==> src/rtl/txring_pkg.sv <==
package txring_pkg;

   localparam int NARROW_DESC_SHIFT = 3;
   localparam int WIDE_DESC_SHIFT   = 4;

   function automatic int pct_of(input int total, input int pct);
      return (total * pct) / 100;
   endfunction

   function automatic int width_of(input int value);
      return (value <= 1) ? 1 : $clog2(value);
   endfunction

endpackage

==> src/rtl/txring_wrap_add.sv <==
module txring_wrap_add #(
   parameter int MODULUS = 16,
   parameter int A_W     = 4,
   parameter int B_W     = 4
) (
   input  logic [A_W-1:0] a,
   input  logic [B_W-1:0] b,
   output logic [A_W-1:0] sum
);
   localparam int  WIDE_W  = (A_W > B_W ? A_W : B_W) + 1;
   localparam bit  IS_POW2 = ((MODULUS & (MODULUS - 1)) == 0) && ((1 << A_W) == MODULUS);

   generate
      if (IS_POW2) begin : g_pow2
         always_comb sum = a + A_W'(b);
      end else begin : g_cmp
         logic [WIDE_W-1:0] raw;
         logic [WIDE_W-1:0] folded;
         always_comb begin
            raw    = WIDE_W'(a) + WIDE_W'(b);
            folded = (raw >= WIDE_W'(MODULUS)) ? raw - WIDE_W'(MODULUS) : raw;
            sum    = folded[A_W-1:0];
         end
      end
   endgenerate

endmodule

==> src/rtl/txring_occupancy.sv <==
module txring_occupancy #(
   parameter int NUM_SLOTS   = 16,
   parameter int SUSP_MARK   = 4,
   parameter int RESUME_MARK = 8,
   parameter int CNT_W       = 5,
   parameter int FRAG_W      = 4
) (
   input  logic              clk,
   input  logic              rst_n,
   input  logic              req_valid,
   input  logic [FRAG_W-1:0] req_frags,
   input  logic              rel_valid,
   output logic              grant_ok,
   output logic [CNT_W-1:0]  used_count,
   output logic [CNT_W-1:0]  free_count,
   output logic              queue_stop,
   output logic [CNT_W-1:0]  high_water,
   output logic              error_flag
);
   localparam logic [CNT_W-1:0] SLOTS_C  = CNT_W'(NUM_SLOTS);
   localparam logic [CNT_W-1:0] SUSP_C   = CNT_W'(SUSP_MARK);
   localparam logic [CNT_W-1:0] RESUME_C = CNT_W'(RESUME_MARK);

   logic [CNT_W-1:0] used_q, free_q, peak_q;
   logic             stop_q, err_q;
   logic [CNT_W-1:0] frags_ext, take, give;
   logic [CNT_W-1:0] used_nxt, free_nxt;
   logic             rel_ok, stop_nxt;

   always_comb begin
      frags_ext = CNT_W'(req_frags);
      grant_ok  = req_valid && !stop_q && (req_frags != '0) && (frags_ext <= free_q);
      rel_ok    = rel_valid && (used_q != '0);
      take      = grant_ok ? frags_ext : '0;
      give      = rel_ok ? CNT_W'(1) : '0;
      used_nxt  = used_q + take - give;
      free_nxt  = free_q - take + give;
      if (stop_q)
         stop_nxt = !(rel_ok && (free_nxt >= RESUME_C));
      else
         stop_nxt = grant_ok && (free_nxt < SUSP_C);
   end

   always_ff @(posedge clk) begin
      if (!rst_n) begin
         used_q <= '0;
         free_q <= SLOTS_C;
         peak_q <= '0;
         stop_q <= 1'b0;
         err_q  <= 1'b0;
      end else begin
         used_q <= used_nxt;
         free_q <= free_nxt;
         stop_q <= stop_nxt;
         if (used_nxt > peak_q)
            peak_q <= used_nxt;
         if ((req_valid && !grant_ok) || (rel_valid && !rel_ok))
            err_q <= 1'b1;
      end
   end

   assign used_count = used_q;
   assign free_count = free_q;
   assign queue_stop = stop_q;
   assign high_water = peak_q;
   assign error_flag = err_q;

   AST_COUNT_SUM: assert property (@(posedge clk) disable iff (!rst_n)
      (CNT_W+1)'(used_q) + (CNT_W+1)'(free_q) == (CNT_W+1)'(NUM_SLOTS));
   AST_NO_OVERFLOW: assert property (@(posedge clk) disable iff (!rst_n)
      used_q <= SLOTS_C);
   AST_STOP_AT_LOW_MARK: assert property (@(posedge clk) disable iff (!rst_n)
      $rose(stop_q) |-> (free_q < SUSP_C));
   AST_RESUME_AT_HIGH_MARK: assert property (@(posedge clk) disable iff (!rst_n)
      $fell(stop_q) |-> (free_q >= RESUME_C));
   AST_PEAK_COVERS_USED: assert property (@(posedge clk) disable iff (!rst_n)
      peak_q >= used_q);
   AST_ERR_STICKY: assert property (@(posedge clk) disable iff (!rst_n)
      err_q |=> err_q);
   AST_EMPTY_RELEASE: assert property (@(posedge clk) disable iff (!rst_n)
      (rel_valid && !req_valid && used_q == '0) |=> (used_q == '0));

endmodule

==> src/rtl/txring_tail.sv <==
module txring_tail #(
   parameter int NUM_SLOTS = 16,
   parameter int SLOT_W    = 4,
   parameter int FRAG_W    = 4,
   parameter bit WIDE_DESC = 1'b0,
   parameter int TAIL_W    = 7
) (
   input  logic              clk,
   input  logic              rst_n,
   input  logic              grant_ok,
   input  logic [FRAG_W-1:0] req_frags,
   output logic              grant,
   output logic [SLOT_W-1:0] grant_first,
   output logic [SLOT_W-1:0] grant_last,
   output logic [TAIL_W-1:0] tail_index
);
   import txring_pkg::*;

   localparam int DESC_SHIFT = WIDE_DESC ? WIDE_DESC_SHIFT : NARROW_DESC_SHIFT;
   localparam logic [SLOT_W-1:0] LAST_SLOT = SLOT_W'(NUM_SLOTS - 1);

   logic [SLOT_W-1:0] cur_q;
   logic [SLOT_W-1:0] first_c, last_c, after_c;
   logic [TAIL_W-1:0] tail_c;
   logic              grant_q;
   logic [SLOT_W-1:0] first_q, last_q;
   logic [TAIL_W-1:0] tail_q;

   txring_wrap_add #(.MODULUS(NUM_SLOTS), .A_W(SLOT_W), .B_W(1)) u_first (
      .a(cur_q), .b(1'b1), .sum(first_c));
   txring_wrap_add #(.MODULUS(NUM_SLOTS), .A_W(SLOT_W), .B_W(FRAG_W)) u_last (
      .a(cur_q), .b(req_frags), .sum(last_c));
   txring_wrap_add #(.MODULUS(NUM_SLOTS), .A_W(SLOT_W), .B_W(1)) u_after (
      .a(last_c), .b(1'b1), .sum(after_c));

   generate
      if (WIDE_DESC) begin : g_wide
         always_comb tail_c = {after_c, {WIDE_DESC_SHIFT{1'b0}}};
      end else begin : g_narrow
         always_comb tail_c = {after_c, {NARROW_DESC_SHIFT{1'b0}}};
      end
      if (TAIL_W != SLOT_W + DESC_SHIFT) begin : g_bad_tail
         $error("TAIL_W must equal SLOT_W plus the descriptor shift");
      end
   endgenerate

   always_ff @(posedge clk) begin
      if (!rst_n) begin
         cur_q   <= LAST_SLOT;
         grant_q <= 1'b0;
         first_q <= '0;
         last_q  <= '0;
         tail_q  <= '0;
      end else begin
         grant_q <= grant_ok;
         if (grant_ok) begin
            cur_q   <= last_c;
            first_q <= first_c;
            last_q  <= last_c;
            tail_q  <= tail_c;
         end
      end
   end

   assign grant       = grant_q;
   assign grant_first = first_q;
   assign grant_last  = last_q;
   assign tail_index  = tail_q;

   AST_RUN_CONTIGUOUS: assert property (@(posedge clk) disable iff (!rst_n)
      grant_ok |=> (grant_first == first_c_prev));
   logic [SLOT_W-1:0] first_c_prev;
   always_ff @(posedge clk) first_c_prev <= first_c;
   AST_SLOT_RANGE: assert property (@(posedge clk) disable iff (!rst_n)
      (grant_first <= LAST_SLOT) && (grant_last <= LAST_SLOT));

endmodule

==> src/rtl/txring_slot_alloc.sv <==
module txring_slot_alloc #(
   parameter int NUM_SLOTS  = 16,
   parameter int MAX_FRAGS  = 8,
   parameter int SUSP_PCT   = 25,
   parameter int RESUME_PCT = 50,
   parameter bit WIDE_DESC  = 1'b0,
   parameter int SLOT_W     = txring_pkg::width_of(NUM_SLOTS),
   parameter int CNT_W      = $clog2(NUM_SLOTS + 1),
   parameter int FRAG_W     = $clog2(MAX_FRAGS + 1),
   parameter int TAIL_W     = SLOT_W + (WIDE_DESC ? txring_pkg::WIDE_DESC_SHIFT
                                                  : txring_pkg::NARROW_DESC_SHIFT)
) (
   input  logic              clk,
   input  logic              rst_n,
   input  logic              req_valid,
   input  logic [FRAG_W-1:0] req_frags,
   input  logic              rel_valid,
   output logic              grant,
   output logic [SLOT_W-1:0] grant_first,
   output logic [SLOT_W-1:0] grant_last,
   output logic              tail_wr,
   output logic [TAIL_W-1:0] tail_index,
   output logic [CNT_W-1:0]  used_count,
   output logic [CNT_W-1:0]  free_count,
   output logic              queue_stop,
   output logic [CNT_W-1:0]  high_water,
   output logic              error_flag
);
   import txring_pkg::*;

   localparam int SUSP_MARK   = pct_of(NUM_SLOTS, SUSP_PCT);
   localparam int RESUME_MARK = pct_of(NUM_SLOTS, RESUME_PCT);

   generate
      if (NUM_SLOTS < 2) begin : g_bad_slots
         $error("NUM_SLOTS must be at least 2");
      end
      if (MAX_FRAGS < 1 || MAX_FRAGS > NUM_SLOTS) begin : g_bad_frags
         $error("MAX_FRAGS must lie in 1..NUM_SLOTS");
      end
      if (SUSP_MARK >= RESUME_MARK) begin : g_bad_marks
         $error("suspend watermark must be below resume watermark");
      end
      if (RESUME_MARK > NUM_SLOTS) begin : g_bad_resume
         $error("resume watermark exceeds ring size");
      end
   endgenerate

   logic grant_ok;
   logic grant_pulse;

   txring_occupancy #(
      .NUM_SLOTS(NUM_SLOTS), .SUSP_MARK(SUSP_MARK), .RESUME_MARK(RESUME_MARK),
      .CNT_W(CNT_W), .FRAG_W(FRAG_W)
   ) u_occ (
      .clk(clk), .rst_n(rst_n),
      .req_valid(req_valid), .req_frags(req_frags), .rel_valid(rel_valid),
      .grant_ok(grant_ok),
      .used_count(used_count), .free_count(free_count),
      .queue_stop(queue_stop), .high_water(high_water), .error_flag(error_flag)
   );

   txring_tail #(
      .NUM_SLOTS(NUM_SLOTS), .SLOT_W(SLOT_W), .FRAG_W(FRAG_W),
      .WIDE_DESC(WIDE_DESC), .TAIL_W(TAIL_W)
   ) u_tail (
      .clk(clk), .rst_n(rst_n),
      .grant_ok(grant_ok), .req_frags(req_frags),
      .grant(grant_pulse), .grant_first(grant_first), .grant_last(grant_last),
      .tail_index(tail_index)
   );

   assign grant   = grant_pulse;
   assign tail_wr = grant_pulse;

   AST_GRANT_NEEDS_REQ: assert property (@(posedge clk) disable iff (!rst_n)
      req_valid |=> (grant == $past(grant_ok)));
   AST_NO_GRANT_STOPPED: assert property (@(posedge clk) disable iff (!rst_n)
      (req_valid && queue_stop) |=> !grant);
   AST_ZERO_FRAGS_REFUSED: assert property (@(posedge clk) disable iff (!rst_n)
      (req_valid && req_frags == '0) |=> (!grant && error_flag));

endmodule

==> config.mk <==
export PLATFORM = sky130hd
export DESIGN_NAME = txring_slot_alloc
export DESIGN_NICKNAME = d
export VERILOG_FILES = /design/src/rtl/txring_pkg.sv /design/src/rtl/txring_wrap_add.sv /design/src/rtl/txring_occupancy.sv /design/src/rtl/txring_tail.sv /design/src/rtl/txring_slot_alloc.sv
export SDC_FILE = /design/constraint.sdc
export NUM_CORES = 1
export LEC_CHECK = 0
export ABC_AREA = 0
export BUFFER_PORTS_ARGS = -buffer_cell sky130_fd_sc_hd__buf_2
export CAP_MARGIN = 20
export CORE_MARGIN = 2
export CORE_UTILIZATION = 49
export CTS_BUF_LIST = sky130_fd_sc_hd__clkbuf_16
export DETAILED_ROUTE_END_ITERATION = 12
export PLACE_DENSITY_LB_ADDON = 0.08
export SLEW_MARGIN = 20
export SYNTH_ARGS = -nofsm -noshare
export SYNTH_HDL_FRONTEND = slang
export SYNTH_SLANG_ARGS = --single-unit
==> constraint.sdc <==
create_clock -name clk -period 3.8 [get_ports clk]
set_clock_uncertainty 0.05 [all_clocks]
set_input_delay 0.19 -clock clk [delete_from_list [all_inputs] [get_ports clk]]
set_output_delay 0.19 -clock clk [all_outputs]
set_load 0.01 [all_outputs]
## After elaboration in Yosys (flattened, before gate mapping)

Cells that the tools add are included.

| storage, ports and cells | value |
|---|---|
| register bits after elaboration | 34 |
| input port bits | 8 |
| output and inout port bits | 34 |
| word-level logic and storage cells | 39 |

| operators by class | value |
|---|---|
| $add $sub $neg | 7 |
| order comparisons | 4 |
| muxes and demuxes | 3 |
| reduce and logical (&&, ||, !) cells | 15 |

Operator list:

| operator | count |
|---|---|
| adder 5 bit | 2 |
| subtractor 5 bit | 2 |
| adder 4 x 1 -> 4 bit (second input constant) | 2 |
| logical AND 1 bit | 8 |
| greater-or-equal comparator 5 x 4 -> 1 bit (second input constant) | 1 |
| greater-than comparator 5 bit | 1 |
| <= comparator 4 x 5 -> 1 bit | 1 |
| less-than comparator 5 x 3 -> 1 bit (second input constant) | 1 |
| nonzero test 5 bit | 1 |
| adder 4 bit | 1 |
| logical NOT 1 bit | 4 |
| 2-to-1 mux 4 bit | 1 |
| nonzero test 4 bit | 1 |
| 2-to-1 mux 1 bit | 2 |
| logical OR 1 bit | 1 |

## Logic depth before layout (Yosys ltp)

Gate-level depths: netlist (run 1).

| depth | value |
|---|---|
| word-level depth | 11 |
| mapped depth | 19 |
| gate-level depth less buffers | 19 |

## Modules after synthesis

From an unflattened synthesis (run 1), not the netlist that was laid out.

| unflattened totals | value |
|---|---|
| cell total of the unflattened synthesis | 226 |
| area total of the unflattened synthesis | 2129.5 um^2 |

By module, submodules not included:

| module | times used | cells each | area an instance (um^2) | sequential area each (um^2) |
|---|---|---|---|---|
| txring_occupancy | 1 | 144 | 1277.5 | 340.3 |
| txring_tail | 1 | 62 | 649.4 | 340.3 |
| txring_wrap_add (u_tail.u_last) | 1 | 9 | 100.1 | 0.0 |
| txring_wrap_add (u_tail.u_after ...) | 2 | 5 | 47.5 | 0.0 |
| txring_slot_alloc | 1 | 1 | 7.5 | 0.0 |

## Least setup slack after synthesis (run 1)

No wires, ideal clock.

| path | value |
|---|---|
| path type | register to register |
| start | register u_occ.free_q[1], in the netlist u_occ.free_count[1] |
| end | register u_occ.peak_q[0], in the netlist u_occ.high_water[0] |
| data arrival time | 3.794 ns |
| required time | 3.622 ns |
| path slack | -0.172 ns |
| stages on the path, launching flop included | 19 |
| buffers on the path | 0 |
| cell sequence | dfxtp_1 inv_1 ha_1 nor2b_1 o211a_1 o21a_1 nor2_1 nand2_1 ha_1 inv_1 fa_1 a21o_1 a21oi_1 xnor2_1 ha_1 mux2i_1 a21oi_2 mux2i_1 nor2_1 |

| between the ends | value |
|---|---|
| cells in the longest elaborated chain, start to end | 6 |

RTL lines:

| what | RTL line | RTL |
|---|---|---|
| start: declaration | txring_occupancy.sv:24 | `logic [CNT_W-1:0] used_q, free_q, peak_q;` |
| start signal: assignment | txring_occupancy.sv:53 | `free_q <= free_nxt;` |
| <= comparator 4 x 5 -> 1 bit | txring_occupancy.sv:32 | `grant_ok = req_valid && !stop_q && (req_frags != '0) && (frags_ext <= free_q);` |
| logical AND 1 bit | txring_occupancy.sv:32 |  |
| 2-to-1 mux 4 bit | txring_occupancy.sv:34 | `take = grant_ok ? frags_ext : '0;` |
| adder 5 bit | txring_occupancy.sv:36 | `used_nxt = used_q + take - give;` |
| subtractor 5 bit | txring_occupancy.sv:36 |  |
| named net u_occ.used_nxt[4] | txring_occupancy.sv:27 | `logic [CNT_W-1:0] used_nxt, free_nxt;` |
| greater-than comparator 5 bit | txring_occupancy.sv:55 | `if (used_nxt > peak_q)` |
| end signal: assignment | txring_occupancy.sv:56 | `peak_q <= used_nxt;` |
| end: declaration | txring_occupancy.sv:24 |  |

The timed path passes the listed nets, and every way through them passes these cells.
A chain may end at the register's enable or synchronous reset.

## Worst setup path in the final report (run 1)

| path | value |
|---|---|
| start | register u_occ.free_q[1], in the netlist u_occ.free_count[1] |
| end | register u_occ.peak_q[3], in the netlist u_occ.high_water[3] |

Same word-level chain as after synthesis.

==> results of run 1 <==
==> tightest hold or removal path, delay by kind of cell <==
family / cells / cell delay (ns)
AOI/OAI and AO/OA: 2 / 0.18
buffers and inverters: 1 / 0.10
==> cells in the final DEF, fill, tap and decap left out, types with 7 or more instances in the layout <==
cell / netlist / final
ha_1: 30 / 24
inv_1: 30 / 27
xor2_1: 7 / 7
buf_4: 5 / 18
nand3_1: 10 / 10
a21oi_1: 16 / 14
dfxtp_1: 34 / 33
nor2_1: 13 / 11
buf_2: 2 / 38
o21ai_0: 11 / 10
==> layer usage <==
metal | wire (microns) | track usage
met1 | 2280 | 0.284
met2 | 2380 | 0.358
met3 | 299 | 0.0576
met4 | 84 | 0.0875
met5 | 0 | 0
==> registers in the layout, indices dropped and copies added (netlist names) <==
signal and count:
u_occ.free_count 5, u_occ.high_water 5, u_occ.used_count 5, u_tail.cur_q 4
u_tail.grant_first 4, u_tail.grant_last 4, u_tail.tail_index 4, u_occ.error_flag 1
u_occ.queue_stop 1, u_tail.grant 1
==> kinds of logic (layout without fill, tap and decap cells) <==
group           count (synthesis)  after routing
simple gates                   46             46
compound gates                 51             51
xor+xnor                       13             13
other cells                     1              3
flops                          34             34
mux                             6              6
buf+inv                        41             95
fa+ha+maj                      33             33
==> per-stage QoR <==
stage	cells	instance area (sq um)
after CTS	326	2550
after detailed placement	317	2340
after global routing	331	2710
after floorplan	227	2050
after global placement	317	2340
final	331	2710
==> worst paths after layout <==
check                       startpoint                   end  slack, ns  depth (start not counted)
hold / removal               rel_valid      u_occ.error_flag       0.17                          3
setup reg to reg   u_occ.free_count[1]   u_occ.high_water[3]       0.12                         19
hold reg to reg   u_tail.grant_last[3]  u_tail.grant_last[3]       0.40                          2
setup / recovery   u_occ.free_count[1]   u_occ.high_water[3]       0.12                         19
==> area by class of cell <==
class / instances / area [sq um]
Inverter: 30 / 115
Sequential cell: 34 / 682
Multi-Input combinational cell: 152 / 1320
Clock buffer: 5 / 125
Fill cell: 333 / 1290
Timing Repair Buffer: 57 / 337
Clock inverter: 3 / 68.8
Tap cell: 50 / 62.6
==> repair_timing <==
item                                    in CTS  in global routing
endpoints found under the setup margin       5                  5
resized for setup                            1                 24
pin swaps                                    3                 17
buffers inserted                             1                  5
==> synth_stat cells (4+ instances only) <==
cell / count
xor2_1: 7
a21oi_1: 16
a211oi_1: 5
nor2_1: 13
nand2_1: 4
clkbuf_1: 4
xnor2_1: 6
nand3_1: 10
dfxtp_1: 34
a21o_1: 6
inv_1: 30
mux2i_1: 6
ha_1: 30
o21ai_0: 11
and2_1: 6
buf_4: 5
==> summary.md, run 1 <==
| Metric | Value |
|---|---|
| Area growth, synth to finish | 33.2% |
| Gr ovfl total | 0 |
| TritonCTS buffer count | 5 |
| Startpoint Class | register |
| Post-Synth Adder-Cell Area | 0.214 |
| Crit-path leading delay family | adder cells |
| Largest net degree at the start of global routing | 23 |
| TritonCTS clock tree | done |
| Iter 0 DRT Violations | approximately 110 |
| Seq/Total Area, Yosys | 0.335 |
| Routed wire per std cell | 15.2 microns |
| Die area | between 4000 and 5000 sq um |
| Vias in the first global route | 1639 |
| Synth top area share | 0.335 |
| Ys flop type | dfxtp_1 |
| Min Hold Slack | 0.170 ns |
| Routability Congestion | 0.791 |
| Critical path type | register to register |
| Clk Latency, worst-skew pair | ~0.28 ns |
| DRC | 0 |
| Rows | 23 |
| Slew Limit Fails | 0 |
| CP arrival | 3.77 ns |
| Layout cells sized above 1 | 0.320 |
| Max clock buf depth | 2 |
| Vias per inst | ~5.3 |
| Max FO, Critical Path | 3 |
| HPWL after DPL | between 3 and 4 mm |
| Worst path buffer plus inverter count | 3 |
| Multiplexer area fraction after synthesis | 0.0296 |
| EDFF count, synth | 0 |
| Largest family of logic cells by synthesized area | adder cells |
| Final min period | 3.68 ns |
| Async SR Flop Fraction | 0 |
| Diode count | 0 |
| TritonRoute pass-1 iters | 5 |
| Tcrit/Tclk final | 0.968 |
| Yosys top cell by area | dfxtp_1 |
| Die Span Y | 68.4 microns |
| Worst Max-Slew Pin Slew | between 0.7 and 0.8 ns |
| HP Class | input port to register |
| Nets@finish | 321 |
| Cell variety after synth | 38 |
| CTS sink count | 34 |
| Final setup violation count | 0 |
| Outcome | finished clean |
| Worst path max stage delay | 0.35 ns |
| Slowest-stage cell, CP | dfxtp_2 |
| Yosys warns | 0 |
| Initial core utilization | 0.508 |
| Final hold viol count | 0 |
| Achievable Freq | 0.272 GHz |
| Clock transition at path regs | 0.06 ns |
| Pre-CTS setup slack | -0.0102 ns |
| Mapped Cells | 225 |
| Final WS setup | 0.120 ns |
| Top cells by area, synth | dfxtp_1, ha_1, inv_1 |
| Top-level I/O count | between 40 and 50 |
| Die X | 68.4 microns |
| Final Util | 0.677 |
| Slew margin rel. | 0.492 |
| Cell Area, Synth | 2030 sq um |
| Remaining antenna violation count | 0 |
| Simple-gate portion of the synthesized area | 0.119 |
| Synth Area in Compound Gates | 0.158 |
| First-pass GRT wire length | about 7.5 mm |
| Syn_area_per_cell | 9.03 sq um |
| Worst path cell trace | inv_2 -> ha_4 -> nor2b_4 -> o211a_1 -> o21a_1 -> nor2_4 -> nand2_2 -> ha_4 -> inv_4 -> fa_2 -> a21o_1 -> a21oi_2 -> xnor2_1 -> ha_1 -> mux2i_1 -> a21oi_2 -> buf_4 -> mux2i_1 -> nor2_1 |
| Register bit total from synthesis | 34 |
| Max Cap Viol | 0 |
| Setup TNS | 0 ns |
| Vias | approximately 1800 |
| Setup crit end kind | register |
| Critical path required time | 3.89 ns |
| Wirelength, routed | 5.04 mm |
| CTS Root Cell | clkbuf_16 |
| # port buffers | 38 |
| Initial antenna violation count | 0 |
| Floorplan Core Area | 4000 sq um |
| Cts hold-fix bufs | 0 |
| Post-Synth XOR/XNOR Area | 0.0560 |
| CTS HTree Levels | 2 |
| Gr usage total | 0.223 |
Power of run 1 is not shown: default switching activity piles up to over one toggle a cycle in this logic, so the estimate is an artifact.
==> run 2: changes to the inputs <==
--- a/config.mk
+++ b/config.mk
@@ -9,7 +9,7 @@
 export BUFFER_PORTS_ARGS = -buffer_cell sky130_fd_sc_hd__buf_2
 export CAP_MARGIN = 20
 export CORE_MARGIN = 2
-export CORE_UTILIZATION = 49
+export CORE_UTILIZATION = 30
 export CTS_BUF_LIST = sky130_fd_sc_hd__clkbuf_16
 export DETAILED_ROUTE_END_ITERATION = 12
 export PLACE_DENSITY_LB_ADDON = 0.08
==> run 2 against run 1 <==
Die area grew 59%. First-iteration DRC count shrank 49%. Final area shrank 3.1%. Sequential share of layout area grew 0.85 points. Clock-buffer cell count is the same. Utilization shrank 27 points. Hold slack gained 0.012 ns. Sequential cell count is the same. Via count shrank 6.3%. Critical path depth shrank 1.
==> summary.md, run 2 (synthesis gave the netlist of run 1 again) <==
| Metric | Value |
|---|---|
| DRC | 0 (unchanged) |
| Outcome | finished clean |
| Max FO, Critical Path | 5 (+2) |
| Final hold viol count | 0 (unchanged) |
| Initial antenna violation count | 0 (unchanged) |
| Largest net degree at the start of global routing | 23 (unchanged) |
| Final setup violation count | 0 (unchanged) |
| Pre-CTS setup slack | 0.00878 ns (+0.0190 ns) |
| Slowest-stage cell, CP | fa_2 |
| Worst path max stage delay | 0.34 ns (about the same) |
| CTS sink count | 34 (unchanged) |
| Crit-path leading delay family | compound AO/OA/AOI/OAI gates |
| Worst path buffer plus inverter count | 2 (-1) |
| Vias per inst | 4.67 (-12%) |
| Gr ovfl total | 0 (unchanged) |
| Most frequent cells in the layout | buf_2, dfxtp_1, inv_1 |
| Routed wire per std cell | 14.2 microns (-7.0%) |
| Tcrit/Tclk final | 0.982 (+0.0135) |
| Achievable Freq | 0.268 GHz (-1.4%) |
| Wirelength, routed | 5.00 mm (-0.85%) |
| Total of fill cells in the finished design | 691 (+110%) |
| Routability Congestion | 0.769 (-2.8%) |
| Max Cap Viol | 0 (unchanged) |
| CTS Root Cell | clkbuf_16 |
| Die area | 7450 sq um (+59%) |
| Final WS setup | 0.0691 ns (-0.0512 ns) |
| Total Power | 3.06 mW |
| HP Class | input port to register |
| TritonRoute pass-1 iters | 3 (-2) |
| Most common cell after layout, fill and taps aside | buf_2 |
| Startpoint Class | register |
| Vias | 1648 (-6.3%) |
| Cts hold-fix bufs | 0 (unchanged) |
| Max clock buf depth | 2 (unchanged) |
| Setup TNS | 0 ns (unchanged) |
| RSZ-0062 raised after global routing | true |
| First-pass GRT wire length | 8.47 mm (+12%) |
| Rows | 29 (+26%) |
| Max VDD drop | 816 uV |
| Worst path cell trace | inv_2 -> ha_4 -> nor2b_4 -> o211a_1 -> o21a_1 -> nor2_4 -> nand2_2 -> ha_4 -> inv_4 -> fa_2 -> a21o_1 -> a21oi_2 -> xnor2_2 -> ha_1 -> mux2i_1 -> a21oi_2 -> mux2i_1 -> nor2_1 |
| Critical path type | register to register |
| Remaining antenna violation count | 0 (unchanged) |
| Floorplan Core Area | 6460 sq um (+61%) |
| Die X | 86.3 microns (+26%) |
| Slew Limit Fails | 0 (unchanged) |
| TritonCTS buffer count | 5 (unchanged) |
| Top-level I/O count | 42 (unchanged) |
| Initial core utilization | 0.315 (-0.193) |
| Final min period | 3.73 ns (+0.0512 ns) |
| Vias in the first global route | 1686 (+2.9%) |
| Sequential cell area | 683 sq um (+0.18%) |
| Clock transition at path regs | 0.06 ns (about the same) |
| Nets@finish | 316 (-1.6%) |
| # port buffers | 38 (unchanged) |
| TritonCTS clock tree | done |
| Clk Latency, worst-skew pair | 0.28 ns (about the same) |
| Layout cells sized above 1 | 0.297 (-0.0232) |
| Iter 0 DRT Violations | 54 (-49%) |
| Die Span Y | 86.3 microns (+26%) |
| Pwr/cell area | 1170 nW/um^2 |
| CTS HTree Levels | 2 (unchanged) |
| Setup crit end kind | register |
| Diode count | 0 (unchanged) |
| HPWL after DPL | 3.74 mm (+8.3%) |
| Gr usage total | 0.145 (-0.0777) |
| CP arrival | 3.82 ns (+0.05 ns) |
| Area occupied by multi-input gates | 1290 sq um (-1.9%) |
| Slew margin rel. | 0.506 (+0.0142) |
| Area growth, synth to finish | 29.1% |
| Leak | ~1.3 nW |
| Critical path required time | 3.89 ns (about the same) |
| Worst Max-Slew Pin Slew | 0.740 ns (-0.0212 ns) |
run 2: final cells by class:
cell class                      count  area share
Sequential cell                    34       0.260
Tap cell                           77      0.0367
Timing Repair Buffer               52       0.113
Clock inverter                      3     0.00620
Inverter                           30      0.0439
Multi-Input combinational cell    152       0.492
Clock buffer                        5      0.0477
run 2: power breakdown:
part | leakage [nW] | switching [mW] | internal [mW]
sequential | 0.282 | 0.104 | 0.503
clock | 0.0672 | 0.155 | 0.239
combinational | 0.934 | 1.04 | 1.02
run 2: per-stage QoR:
stage	util	cell area [sq um]	hold WS, ns	instances
global route	0.406	2620	0.208	353
floorplan	-	2050	0.262	227
global placement	0.367	2370	0.403	344
CTS	0.390	2520	0.165	353
finish	0.406	2620	0.182	353
detailed placement	0.367	2370	0.402	344
run 2: worst reg2reg max path, stage by stage, from the launching register on:
cell and delay, ns:
dfxtp_2 0.33, inv_2 0.04, ha_4 0.20, nor2b_4 0.12, o211a_1 0.23, o21a_1 0.21, nor2_4 0.16, nand2_2 0.09
ha_4 0.28, inv_4 0.04, fa_2 0.34, a21o_1 0.20, a21oi_2 0.17, xnor2_2 0.14, ha_1 0.26, mux2i_1 0.13
a21oi_2 0.30, mux2i_1 0.23, nor2_1 0.05
run 2: per-layer routing:
layer  up-vias  track usage  share of wire
met5         -            0              0
met3         6       0.0286          0.035
met4         0       0.0554          0.014
met2        28        0.216           0.43
li1        867            -              -
met1       747        0.208           0.53
run 2: worst paths after layout:
kind | from | to | slack (ns) | cells past startpoint
max | u_occ.free_count[1] | u_occ.high_water[4] | 0.07 | 18
min | rel_valid | u_occ.error_flag | 0.18 | 3
max reg2reg | u_occ.free_count[1] | u_occ.high_water[4] | 0.07 | 18
min reg2reg | u_tail.grant_last[2] | u_tail.grant_last[2] | 0.42 | 2
run 2: timing repair:
| item | CTS | global route |
|---|---|---|
| setup buffers | 1 | 1 |
| endpoints found under the setup margin | 2 | 5 |
| pin swaps | 1 | 15 |
| gates resized for setup | 0 | 21 |
No activity file was read; power rests on OpenSTA's default activity.
==> run 3: changes to the inputs <==
--- a/config.mk
+++ b/config.mk
@@ -12,7 +12,7 @@
 export CORE_UTILIZATION = 30
 export CTS_BUF_LIST = sky130_fd_sc_hd__clkbuf_16
 export DETAILED_ROUTE_END_ITERATION = 12
-export PLACE_DENSITY_LB_ADDON = 0.08
+export PLACE_DENSITY = 0.53
 export SLEW_MARGIN = 20
 export SYNTH_ARGS = -nofsm -noshare
 export SYNTH_HDL_FRONTEND = slang
==> constraint.sdc (replaced) <==
create_clock -name clk -period 3.4 [get_ports clk]
set_clock_uncertainty 0.05 [all_clocks]
set_input_delay 0.17 -clock clk [delete_from_list [all_inputs] [get_ports clk]]
set_output_delay 0.17 -clock clk [all_outputs]
set_load 0.01 [all_outputs]
==> run 3 against run 2 <==
The run now ends with setup timing left. First-iteration DRC count is 20% higher. Non-clock buffer count is 35 higher. Worst setup slack got worse by 0.26 ns. Via count grew 13%. Power rose by 27%. Combinational power up 35%.
==> summary.md, run 3 (synthesis gave the netlist of run 1 again) <==
| Metric | Value |
|---|---|
| CTS HTree Levels | 2 (unchanged) |
| Worst Max-Slew Pin Slew | 0.719 ns (-0.0210 ns) |
| Final min period | 3.59 ns (-0.140 ns) |
| Startpoint Class | register |
| CTS Root Cell | clkbuf_16 |
| Slew margin rel. | 0.520 (+0.0140) |
| Remaining antenna violation count | 0 (unchanged) |
| Most common cell after layout, fill and taps aside | buf_4 |
| Diode count | 0 (unchanged) |
| Rows | 29 (unchanged) |
| TritonCTS buffer count | 5 (unchanged) |
| Outcome | complete, but fails checks |
| Slew Limit Fails | 0 (unchanged) |
| Area occupied by multi-input gates | 1330 sq um (+2.7%) |
| Setup crit end kind | register |
| Initial antenna violation count | 0 (unchanged) |
| Flop pwr share | 0.170 (-0.028) |
| Vias in the first global route | 1789 (+6.1%) |
| Comb power frac | 0.717 (+0.044) |
| Area growth, synth to finish | 43.7% |
| Die X | 86.3 microns (unchanged) |
| Gr ovfl total | 0 (unchanged) |
| Internal power | 2.33 mW (+32%) |
| Final WS setup | -0.191 ns (-0.260 ns) |
| TritonCTS clock tree | done |
| Total of fill cells in the finished design | 651 (-5.8%) |
| Final Util | 0.452 (+0.0459) |
| DRC | 0 (unchanged) |
| CTS sink count | 34 (unchanged) |
| Clock transition at path regs | 0.06 ns (about the same) |
| Gr usage total | 0.146 (about the same) |
| Sequential cell area | 682 sq um (-0.18%) |
| RSZ-0062 raised after global routing | true |
| Tcrit/Tclk final | 1.06 (+0.0744) |
| # port buffers | 38 (unchanged) |
| Final setup violation count | 5 (+5) |
| Clk Latency, worst-skew pair | 0.28 ns (about the same) |
| TritonRoute pass-1 iters | 4 (+1) |
| Critical path required time | 3.49 ns (-0.40 ns) |
| Clock power share | 0.113 (-0.016) |
| Slowest-stage cell, CP | dfxtp_2 |
| Die Span Y | 86.3 microns (unchanged) |
| Worst path max stage delay | 0.33 ns (about the same) |
| Die area | 7450 sq um (unchanged) |
| Switching part of the total | 0.401 (-0.0233) |
| Max VDD drop | 1060 uV (+30%) |
| Layout cells sized above 1 | 0.383 (+0.0855) |
| Pwr/cell area | 1330 nW/um^2 (+14%) |
| First-pass GRT wire length | 8.44 mm (-0.41%) |
| Worst path cell trace | inv_2 -> ha_4 -> nor2b_4 -> o211a_1 -> o21a_1 -> nor2_4 -> nand2_2 -> ha_4 -> inv_4 -> fa_2 -> a21o_1 -> a21oi_2 -> xnor2_2 -> ha_1 -> mux2i_1 -> a21oi_2 -> buf_4 -> mux2i_1 -> nor2_1 |
| Nets@finish | 351 (+11%) |
| Iter 0 DRT Violations | 65 (+20%) |
| Routability Congestion | 0.779 (+1.3%) |
| Vias | 1867 (+13%) |
| Final hold viol count | 0 (unchanged) |
| Most frequent cells in the layout | buf_4, buf_2, dfxtp_1 |
| HPWL after DPL | 3.84 mm (+2.7%) |
| Top-level I/O count | 42 (unchanged) |
| Critical path type | register to register |
| Initial core utilization | 0.315 (unchanged) |
| Max FO, Critical Path | 3 (-2) |
| Switch Pwr | 1.56 mW (+20%) |
| Vias per inst | 4.81 (+3.1%) |
| Max Cap Viol | 0 (unchanged) |
| HP Class | input port to register |
| Routed wire per std cell | 13.5 microns (-4.7%) |
| Max clock buf depth | 2 (unchanged) |
| Violated checks | setup timing |
| Achievable Freq | 0.278 GHz (+3.9%) |
| Leak | 1.45 nW (+13%) |
| Wirelength, routed | 5.24 mm (+4.8%) |
| Pre-CTS setup slack | -0.438 ns (-0.447 ns) |
| Floorplan Core Area | 6460 sq um (unchanged) |
| Largest net degree at the start of global routing | 23 (unchanged) |
| CP arrival | 3.68 ns (-0.14 ns) |
run 3: cell types whose count changed in the layout (fill, tap and decap cells not counted):
| cell | delta |
|---|---|
| o21ai_4 | +1 |
| o21ai_2 | -1 |
| nand2_2 | -1 |
| dfxtp_2 | -1 |
| nor2_1 | -1 |
| ha_4 | +2 |
| ha_1 | -3 |
| nor2_2 | +1 |
| dfxtp_1 | +1 |
| nand2_1 | +1 |
| ha_2 | +1 |
| buf_4 | +35 |
run 3: stage by stage:
step	setup TNS [ns]	cells	instance area [sq um]	total power [mW]	hold slack (ns)
final	-0.911	388	2920	3.89	0.154
after global routing	-2.03	388	2920	4.23	0.164
after CTS	-0.972	387	2860	3.74	0.156
after detailed placement	-2.19	362	2530	2.90	0.398
after global placement	-2.05	362	2530	2.88	0.400
after floorplan	-1.24	227	2070	2.18	0.242
run 3: path summary, 6_finish.rpt:
kind	from	end	slack, ns	cells after the start
max	u_occ.free_count[1]	u_occ.high_water[0]	-0.19	19
min reg2reg	u_tail.grant_last[3]	u_tail.grant_last[3]	0.41	2
max reg2reg	u_occ.free_count[1]	u_occ.high_water[0]	-0.19	19
min	req_valid	u_occ.error_flag	0.15	3
run 3: area by class of cell:
| type | instances | share of cell area |
|---|---|---|
| clock buffers | 5 | 0.0429 |
| clock inverters | 3 | 0.00557 |
| inverters | 30 | 0.0394 |
| multi-input cells | 152 | 0.454 |
| flip-flops and latches | 34 | 0.234 |
| well taps | 77 | 0.0330 |
| repair buffers | 87 | 0.191 |
run 3: worst max-delay path: cells and delay by family, from the launching register on:
family / cells / cell delay [ns]
adders and majority gates: 4 / 1.09
and+or+nand+nor: 4 / 0.38
xor gates and xnor gates: 1 / 0.15
DFF: 1 / 0.33
AOI/OAI and AO/OA: 5 / 0.91
muxes: 2 / 0.32
buffers and inverters: 3 / 0.22
run 3: per-layer routing:
| layer | vias to the layer above | track usage | share of wire |
|---|---|---|---|
| li1 | 937 | - | - |
| met1 | 856 | 0.197 | 0.48 |
| met2 | 63 | 0.228 | 0.45 |
| met3 | 11 | 0.0314 | 0.053 |
| met4 | 0 | 0.0554 | 0.018 |
| met5 | - | 0 | 0 |
run 3: what timing repair did:
action | in CTS | in global routing
endpoints found under the setup margin | 6 | 6
endpoints found under the hold margin | 0 | 0
pin swaps | 15 | 12
gates resized for setup | 11 | 6
buffers inserted | 17 | 1
hold buffers | 0 | 0
run 3: power groups by stage:
stage               combinational (mW)  clock [mW]  sequential, mW
floorplan                         1.46           0           0.723
global placement                  2.21           0           0.664
detailed placement                2.24           0           0.664
CTS                               2.63       0.450           0.661
global route                      3.09       0.463           0.684
finish                            2.79       0.441           0.661
